--- config.mk ---
export PLATFORM = sky130hd
export DESIGN_NAME = lc_line_codec
export DESIGN_NICKNAME = d
export VERILOG_FILES = /design/src/rtl/lc_pkg.sv /design/src/rtl/lc_line_encoder.sv /design/src/rtl/lc_line_decoder.sv /design/src/rtl/lc_rail_clash.sv /design/src/rtl/lc_line_codec.sv
export SDC_FILE = /design/constraint.sdc
export NUM_CORES = 1
export LEC_CHECK = 0
export BUFFER_PORTS_ARGS = -buffer_cell sky130_fd_sc_hd__buf_2
export CORE_UTILIZATION = 35
export CTS_BUF_LIST = sky130_fd_sc_hd__clkbuf_8
export CTS_CLUSTER_DIAMETER = 50
export DETAILED_ROUTE_END_ITERATION = 8
export GPL_TIMING_DRIVEN = 1
export PLACE_DENSITY_LB_ADDON = 0.05
export SYNTH_ARGS = -nofsm -noshare
export SYNTH_HDL_FRONTEND = slang
export SYNTH_SLANG_ARGS = --single-unit
--- constraint.sdc ---
create_clock -name clk -period 2.6 [get_ports clk]
set_input_delay 0.13 -clock clk [delete_from_list [all_inputs] [get_ports clk]]
set_output_delay 0.13 -clock clk [all_outputs]
set_load 0.01 [all_outputs]
--- src/rtl/lc_pkg.sv ---
// Package lc_pkg: shared types and constants for the bipolar line codec.
// Assumes the window depth used by the codec is at least B8ZS_RUN.
package lc_pkg;

    // Line coding selection, shared by both directions.
    typedef enum logic [1:0] {
        LC_RAW  = 2'b00,
        LC_AMI  = 2'b01,
        LC_B8ZS = 2'b10,
        LC_HDB3 = 2'b11
    } lc_mode_e;

    // Marking on a transmit window slot that replaces a zero.
    typedef enum logic [1:0] {
        SUB_NONE = 2'd0,
        SUB_BIP  = 2'd1,
        SUB_VIOL = 2'd2
    } sub_e;

    // Zero-run lengths that trigger a substitution.
    localparam int B8ZS_RUN = 8;
    localparam int HDB3_RUN = 4;

endpackage

--- src/rtl/lc_line_encoder.sv ---
// Module lc_line_encoder: NRZ to dual-rail encoder with AMI/B8ZS/HDB3.
// Incoming bits pass through a WIN-deep window. A zero-run counter on the
// input side marks window slots as B or V as soon as a run completes.
// The output polarity is chosen as each slot leaves through a
// mode-dependent tap. Assumes mode is static outside reset and WIN >= 8.
module lc_line_encoder
    import lc_pkg::*;
#(
    parameter int WIN = 8
) (
    input  logic     clk,
    input  logic     rst_n,
    input  lc_mode_e mode,
    input  logic     din,
    input  logic     sin,
    output logic     pos_o,
    output logic     neg_o
);
    localparam int RUN_W = $clog2(WIN + 1);
    localparam int TAP_W = $clog2(WIN);

    logic [WIN-1:0]   one_q, one_d;
    sub_e             tag_q [WIN];
    sub_e             tag_d [WIN];
    logic [RUN_W-1:0] run_q, run_d, run_lim;
    logic             par_q, par_d;
    logic             lpol_q;
    logic             sync_q;
    logic [TAP_W-1:0] tap_idx;
    logic             subst_mode, coded;
    logic             tap_one, pulse, pol;
    sub_e             tap_tag;

    assign subst_mode = (mode == LC_B8ZS) || (mode == LC_HDB3);
    assign coded      = (mode != LC_RAW);
    assign run_lim    = (mode == LC_B8ZS) ? RUN_W'(B8ZS_RUN) : RUN_W'(HDB3_RUN);

    // Pick the window slot that leaves: it sets the delay of each mode.
    always_comb begin
        case (mode)
            LC_B8ZS: tap_idx = TAP_W'(B8ZS_RUN - 1);
            LC_HDB3: tap_idx = TAP_W'(HDB3_RUN - 1);
            default: tap_idx = '0;
        endcase
    end

    // Shift the window and mark a completed zero run with its pattern.
    always_comb begin
        one_d     = {one_q[WIN-2:0], din};
        tag_d[0]  = SUB_NONE;
        for (int i = 1; i < WIN; i++) begin
            tag_d[i] = tag_q[i-1];
        end
        run_d = '0;
        par_d = 1'b0;
        if (subst_mode) begin
            if (din) begin
                run_d = '0;
                par_d = ~par_q;
            end else if (run_q == run_lim - 1'b1) begin
                run_d = '0;
                par_d = 1'b0;
                if (mode == LC_B8ZS) begin
                    // oldest slot 7 ... newest slot 0 : 0 0 0 V B 0 V B
                    tag_d[4] = SUB_VIOL;
                    tag_d[3] = SUB_BIP;
                    tag_d[1] = SUB_VIOL;
                    tag_d[0] = SUB_BIP;
                end else begin
                    // oldest slot 3 ... newest slot 0 : B/0 0 0 V
                    tag_d[0] = SUB_VIOL;
                    if (!par_q) begin
                        tag_d[HDB3_RUN-1] = SUB_BIP;
                    end
                end
            end else begin
                run_d = run_q + 1'b1;
                par_d = par_q;
            end
        end
    end

    // Work out the pulse and its polarity for the slot that leaves.
    always_comb begin
        tap_one = one_q[tap_idx];
        tap_tag = tag_q[tap_idx];
        pulse   = coded && (tap_one || (tap_tag != SUB_NONE));
        pol     = (tap_tag == SUB_VIOL) ? lpol_q : ~lpol_q;
    end

    // Window, run and parity state.
    always_ff @(posedge clk) begin
        if (!rst_n) begin
            one_q <= '0;
            run_q <= '0;
            par_q <= 1'b0;
            for (int i = 0; i < WIN; i++) begin
                tag_q[i] <= SUB_NONE;
            end
        end else begin
            one_q <= one_d;
            run_q <= run_d;
            par_q <= par_d;
            for (int i = 0; i < WIN; i++) begin
                tag_q[i] <= tag_d[i];
            end
        end
    end

    // Registered rail outputs and the polarity of the last pulse sent.
    always_ff @(posedge clk) begin
        if (!rst_n) begin
            pos_o  <= 1'b0;
            neg_o  <= 1'b0;
            lpol_q <= 1'b0;
            sync_q <= 1'b0;
        end else begin
            sync_q <= sin;
            if (!coded) begin
                pos_o <= tap_one;
                neg_o <= sync_q;
            end else begin
                pos_o <= pulse & pol;
                neg_o <= pulse & ~pol;
                if (pulse) begin
                    lpol_q <= pol;
                end
            end
        end
    end

endmodule

--- src/rtl/lc_line_decoder.sv ---
// Module lc_line_decoder: dual-rail to NRZ decoder.
// Received rail pairs pass through a WIN-deep window. An HDB3 violation at
// the newest slot clears the four newest slots. A full B8ZS pattern seen
// across the eight newest slots clears all eight. The data leaves through
// the same mode-dependent tap as the encoder uses.
// Assumes mode is static outside reset and WIN >= 8.
module lc_line_decoder
    import lc_pkg::*;
#(
    parameter int WIN = 8
) (
    input  logic     clk,
    input  logic     rst_n,
    input  lc_mode_e mode,
    input  logic     rx_p,
    input  logic     rx_n,
    output logic     data_o,
    output logic     sync_o
);
    localparam int TAP_W = $clog2(WIN);

    logic [WIN-1:0]   p_q, n_q, sh_p, sh_n, p_d, n_d, mk;
    logic             lpol_q;
    logic             m_in, hdb3_hit, b8zs_hit;
    logic [TAP_W-1:0] tap_idx;

    assign m_in = rx_p | rx_n;
    assign sh_p = {p_q[WIN-2:0], rx_p};
    assign sh_n = {n_q[WIN-2:0], rx_n};
    assign mk   = sh_p | sh_n;

    // Choose the output slot to match the delay of the encoder.
    always_comb begin
        case (mode)
            LC_B8ZS: tap_idx = TAP_W'(B8ZS_RUN - 1);
            LC_HDB3: tap_idx = TAP_W'(HDB3_RUN - 1);
            default: tap_idx = '0;
        endcase
    end

    // Recognise substitutions in the shifted window.
    always_comb begin
        hdb3_hit = (mode == LC_HDB3) && m_in && (rx_p == lpol_q);
        b8zs_hit = (mode == LC_B8ZS)
                 && !mk[7] && !mk[6] && !mk[5] && !mk[2]
                 && mk[4] && mk[3] && mk[1] && mk[0]
                 && (sh_p[3] != sh_p[4]) && (sh_p[1] == sh_p[3])
                 && (sh_p[0] == sh_p[4]);
    end

    // Remove the recognised substitution pulses from the next window.
    always_comb begin
        p_d = sh_p;
        n_d = sh_n;
        if (hdb3_hit) begin
            p_d[HDB3_RUN-1:0] = '0;
            n_d[HDB3_RUN-1:0] = '0;
        end
        if (b8zs_hit) begin
            p_d[B8ZS_RUN-1:0] = '0;
            n_d[B8ZS_RUN-1:0] = '0;
        end
    end

    // Window state and the polarity of the last received pulse.
    always_ff @(posedge clk) begin
        if (!rst_n) begin
            p_q    <= '0;
            n_q    <= '0;
            lpol_q <= 1'b0;
        end else begin
            p_q <= p_d;
            n_q <= n_d;
            if (m_in) begin
                lpol_q <= rx_p;
            end
        end
    end

    // Registered NRZ data and sync outputs.
    always_ff @(posedge clk) begin
        if (!rst_n) begin
            data_o <= 1'b0;
            sync_o <= 1'b0;
        end else if (mode == LC_RAW) begin
            data_o <= p_q[tap_idx];
            sync_o <= n_q[tap_idx];
        end else begin
            data_o <= p_q[tap_idx] | n_q[tap_idx];
            sync_o <= 1'b0;
        end
    end

endmodule

--- src/rtl/lc_rail_clash.sv ---
// Module lc_rail_clash: flags a bit period in which both received rails
// are high while a coded mode is active. Registered, one clock of delay.
module lc_rail_clash
    import lc_pkg::*;
(
    input  logic     clk,
    input  logic     rst_n,
    input  lc_mode_e mode,
    input  logic     rx_p,
    input  logic     rx_n,
    output logic     clash_o
);
    // Sample the coincidence of the two rails.
    always_ff @(posedge clk) begin
        if (!rst_n) begin
            clash_o <= 1'b0;
        end else begin
            clash_o <= (mode != LC_RAW) && rx_p && rx_n;
        end
    end

endmodule

--- src/rtl/lc_line_codec.sv ---
// Module lc_line_codec: top of the selectable bipolar line codec.
// One mode input drives the transmit encoder, the receive decoder and the
// rail-clash detector. Assumes mode changes only while rst_n is low.
module lc_line_codec
    import lc_pkg::*;
#(
    parameter int WIN = 8
) (
    input  logic       clk,
    input  logic       rst_n,
    input  logic [1:0] mode,
    input  logic       tx_data_in,
    input  logic       tx_sync_in,
    output logic       tx_pos_out,
    output logic       tx_neg_out,
    input  logic       rx_pos_in,
    input  logic       rx_neg_in,
    output logic       rx_data_out,
    output logic       rx_sync_out,
    output logic       rx_bpv_flag
);
    lc_mode_e mode_e;

    assign mode_e = lc_mode_e'(mode);

    lc_line_encoder #(.WIN(WIN)) u_enc (
        .clk   (clk),
        .rst_n (rst_n),
        .mode  (mode_e),
        .din   (tx_data_in),
        .sin   (tx_sync_in),
        .pos_o (tx_pos_out),
        .neg_o (tx_neg_out)
    );

    lc_line_decoder #(.WIN(WIN)) u_dec (
        .clk    (clk),
        .rst_n  (rst_n),
        .mode   (mode_e),
        .rx_p   (rx_pos_in),
        .rx_n   (rx_neg_in),
        .data_o (rx_data_out),
        .sync_o (rx_sync_out)
    );

    lc_rail_clash u_clash (
        .clk     (clk),
        .rst_n   (rst_n),
        .mode    (mode_e),
        .rx_p    (rx_pos_in),
        .rx_n    (rx_neg_in),
        .clash_o (rx_bpv_flag)
    );

endmodule

==> results.txt <==
The flow ran to the end, and the final reports show no timing, DRC or antenna violations. The count of port buffers added during placement works out to 12. The worst hold path passes through 2 cells. At the pin with the least slew margin, the transition time is 554.7 ps. The worst relative slew slack was 63.02%; the share of total power consumed by net switching was 20.22%. The logs give 1,255 for the routed via count and 1.245 mW for the internal cell power. The total global routing track utilization is 13.61%, and the met3 layer usage reported by global route is 4.762%.

For this design the total switching power over the nets is 315.4 µW. The global-route layer with the greatest usage is met2. The met2 track demand over resource is 21.33%, and the leakage power of the design is 0.8616 nW. Floorplan die area: 5674 µm². The number of nets produced by synthesis is 186. After synthesis, the most frequently instantiated cells are sky130_fd_sc_hd__dfxtp_1 (53), sky130_fd_sc_hd__and2_1 (20), sky130_fd_sc_hd__nor2_1 (14), sky130_fd_sc_hd__nand2_1 (7).

Setup repair after global routing left no endpoint under its margin. The wire-length estimate of the detail-placed layout is 2292 µm. For this run the aggregate overflow at the end of global routing stands at 0.

At the end of routability-driven placement, the weighted congestion stood at 0.7080. CTS placed an instance of sky130_fd_sc_hd__clkbuf_8 at the clock tree root. The biggest area contributor in the post-synthesis netlist is sky130_fd_sc_hd__dfxtp_1. Once the clock tree was built, the resizer swapped 0 gates to a different size.

Number of global-route vias before repair: 1,228. The number of placed instances, taps included came out at 250. The number of nets with antenna violations after detailed routing was 0; the power share of the clock group was 41.1%. The number of CTS-inserted buffers is 5.

Ranked by total cell area, the synthesized netlist is headed by sky130_fd_sc_hd__dfxtp_1 (56%), sky130_fd_sc_hd__and2_1 (6.6%), sky130_fd_sc_hd__nor4bb_1 (3.2%), sky130_fd_sc_hd__nor2_1 (2.8%), sky130_fd_sc_hd__and3b_1 (2.3%). After layout, the worst setup slack is 942.0 ps. In this run the worst hold path is classified as in2reg.

The smallest clock period supported by the final layout is computed as 1658 ps. For the clock latency at the later pin of the worst-skew pair, the log shows 300 ps. The most common cell in the synthesized netlist is sky130_fd_sc_hd__dfxtp_1. The total clock sinks came out at 53. For this run, the leading register cell type out of synthesis is sky130_fd_sc_hd__dfxtp_1. The highest cell delay on the worst timing path was 430 ps.

The design draws 1.560 mW. The path with the worst hold slack has its endpoint at u_enc.sync_q. Timing would allow up to 0.6031 GHz. For the worst setup path, the data arrival time is 1860 ps.

For the portion of the post-synthesis area used by sequential elements, the log shows 56.38%. The number of synthesized flops with an enable pin was 0. The number of placement rows was 26. The tool flagged a number of max-cap violations equal to 0. Once the floorplan was initialized, standard cells occupied 36.61% of the core. Wires add up to 3401 µm.

Count of endpoints failing hold in the final timing report: 0. In the routed design, unresolved DRC markers number 0. The startpoint identified for the worst register-to-register timing path is u_dec.n_q[0]. Average vias per placed instance: 4.864. The tools report the maximum number of pins on one net before global-route repair as 31. The proportion of power drawn by combinational gates came out at 5.1%.

Setup violations remaining at the end of the flow were counted as 0. Relative to the synthesized area, the layout overhead comes to 12.30%. Share of flip-flops with an asynchronous set or reset: 0%. The global-route wire length before repair is 5678 µm, and the post-route setup TNS is 0 ps.

The worst setup path is captured at a register. Initial antenna violation count: 0. The class of the most critical setup path is reg2reg. CTS H-tree depth: 2. The total iterations of the first detailed-routing run was 5; the die width was 75.33 µm.

After technology mapping, the gate count stands at 177. The repair_antennas step left the layout with diodes totalling 0. The tools report the highest ir drop seen on vdd as 210.0 µV.

Synthesis inferred 53 register bits. In this run, flip-flops and latches consume 53.7% of the power. The non-filler instance count after layout came out at 258. In the finished design, the share of the clock period the worst path needs comes to 63.77%. The largest driver fanout on the critical path is 13, and the count of cells along the worst register-to-register path is 4. The longest clock path from root to sink contains 2 buffers. The internal reg-to-reg setup slack was 940 ps. For this design the ratio of total power to cell area is 738.1 nW/µm².

The number of warnings printed during yosys synthesis was 0. Mean post-synth cell area: 10.63 µm². The core region is 5140 µm². The critical path required time was 2800 ps; the average routed wire per standard cell was 13.18 µm. The run gives 0 as the number of max-slew violations in the final report. STA classifies the critical path startpoint as a register. The height of the die came out at 75.33 µm. In this run, distinct cell masters in the synthesized netlist total 39. The clock arrives with 7.380 ps of skew.

The first routing iteration left 49 violations. After synthesis the cells add up to 1882 µm². The hold-fix buffer count after cts is 0. The hold path startpoint was tx_sync_in.

Area share of the leading cell type in the synthesized netlist: 56.38%. The endpoint of the most critical register-to-register path is u_dec.p_q[2]. For this design, the slowest cell found on the critical path is sky130_fd_sc_hd__a21oi_2. Before CTS, the worst setup slack after placement is 933.1 ps. TritonCTS built the clock tree. Walking the worst path, the cells encountered are nand4_1, or3_1, a21oi_2, and4bb_2.

The run gives 196 as the final layout net count. Clock-pin slew was measured on the worst setup and hold paths at 90 ps. Cells with a size suffix above 1 make up 14.36% of the layout. The buffer count from post-CTS setup fixing is 0. For this run, global-route usage on met1 was measured as 17.66%.

13 I/O pins were placed.
==> worst max-delay path: cells and delay by family, from the launching register on <==
kind | cells | cell delay, ps
DFF | 1 | 410
AOI/OAI and AO/OA | 1 | 430
and+or+nand+nor | 3 | 720
==> cell type report <==
class	instances	area, µm²
clock buffers	5	68.82
inverters	1	3.754
well taps	70	87.58
repair buffers	13	67.56
multi-input cells	113	759.5
flip-flops and latches	53	1061
fillers	523	3027
clock inverters	3	65.06
==> cells in the final DEF (no fill, tap or decap) <==
cell type	Yosys	layout
sky130_fd_sc_hd__and2_1	20	20
sky130_fd_sc_hd__nor2b_1	2	2
sky130_fd_sc_hd__mux2_1	1	1
sky130_fd_sc_hd__nor3b_1	2	2
sky130_fd_sc_hd__bufinv_16	0	2
sky130_fd_sc_hd__or4_1	1	1
sky130_fd_sc_hd__nor2_1	14	14
sky130_fd_sc_hd__buf_2	1	12
sky130_fd_sc_hd__nand2b_1	4	4
sky130_fd_sc_hd__mux2i_1	3	3
sky130_fd_sc_hd__mux2i_2	1	1
sky130_fd_sc_hd__a21oi_2	1	1
sky130_fd_sc_hd__a21oi_1	6	6
sky130_fd_sc_hd__or3_1	1	1
sky130_fd_sc_hd__xor2_1	2	2
sky130_fd_sc_hd__buf_4	3	1
sky130_fd_sc_hd__a2111oi_2	1	1
sky130_fd_sc_hd__nor4bb_1	6	6
sky130_fd_sc_hd__and2b_1	1	1
sky130_fd_sc_hd__clkinv_2	0	1
sky130_fd_sc_hd__dfxtp_1	53	53
sky130_fd_sc_hd__o31ai_1	1	1
sky130_fd_sc_hd__o2111ai_1	1	1
sky130_fd_sc_hd__o21ai_0	4	4
sky130_fd_sc_hd__clkbuf_8	0	5
sky130_fd_sc_hd__nand4_1	1	1
sky130_fd_sc_hd__ha_1	1	1
sky130_fd_sc_hd__xnor2_1	1	1
sky130_fd_sc_hd__inv_1	1	1
sky130_fd_sc_hd__o211ai_1	1	1
sky130_fd_sc_hd__nor3_1	2	2
sky130_fd_sc_hd__a211oi_1	3	3
sky130_fd_sc_hd__a211o_1	1	1
sky130_fd_sc_hd__and4bb_2	3	3
sky130_fd_sc_hd__o21a_1	5	5
sky130_fd_sc_hd__and3_1	5	5
sky130_fd_sc_hd__nor4_1	2	2
sky130_fd_sc_hd__and3b_1	5	5
sky130_fd_sc_hd__nand2_1	7	7
sky130_fd_sc_hd__nand3_1	4	4
==> power by group through the flow <==
stage	clock (mW)	combinational [mW]	sequential (mW)
3_3_place_gp	0	0.0794	0.857
3_5_place_dp	0	0.0808	0.857
4_1_cts	0.658	0.0813	0.838
2_1_floorplan	0	0.0568	0.857
6_report	0.642	0.0801	0.838
5_1_grt	0.692	0.0898	0.841
==> worst max-delay path by stage <==
stage / to / slack (ps) / startpoint
6_report: u_dec.p_q[2] / 940 / u_dec.n_q[0]
2_1_floorplan: u_dec.n_q[4] / 1280 / u_dec.p_q[3]
3_5_place_dp: u_dec.p_q[2] / 930 / mode[1]
3_3_place_gp: u_dec.p_q[1] / 980 / u_dec.p_q[3]
5_1_grt: u_dec.p_q[2] / 840 / u_dec.n_q[0]
4_1_cts: u_dec.p_q[2] / 940 / u_dec.n_q[0]
==> layer usage <==
metal | vias to the layer above | part of all wire (%)
met5 | - | 0
met4 | 0 | 1.0
met3 | 4 | 4.9
met2 | 33 | 44
met1 | 586 | 50
li1 | 632 | -
==> state kept, by name, summed over array words and instances, names as in the netlist <==
name	count
u_enc.lpol_q	1
u_clash.clash_o	1
u_dec.sync_o	1
u_enc.sync_q	1
u_enc.run_q	4
u_dec.n_q	8
u_dec.data_o	1
u_dec.lpol_q	1
u_enc.pos_o	1
u_enc.tag_q	16
u_enc.one_q	8
u_enc.par_q	1
u_enc.neg_o	1
u_dec.p_q	8
==> per-stage QoR <==
| stage | utilization, % | hold WS (ps) | area, µm² |
|---|---|---|---|
| after global placement | 38.51 | 340.1 | 1979 |
| final | 41.11 | 39.03 | 2113 |
| after floorplan | - | 251.7 | 1882 |
| after global routing | 41.11 | 45.79 | 2113 |
| after detailed placement | 38.51 | 345.4 | 1979 |
| after CTS | 41.11 | 34.13 | 2113 |
==> kinds of logic after synthesis <==
family | synth area share [%]
AND/OR/NAND/NOR | 26.53
flip-flops | 56.38
AO/OA/AOI/OAI | 8.844
buffers and inverters | 3.258
multiplexers | 2.925
XOR/XNOR | 1.397
adder cells (fa/ha/maj) | 0.6648
No activity file was read; power rests on OpenSTA's default activity.
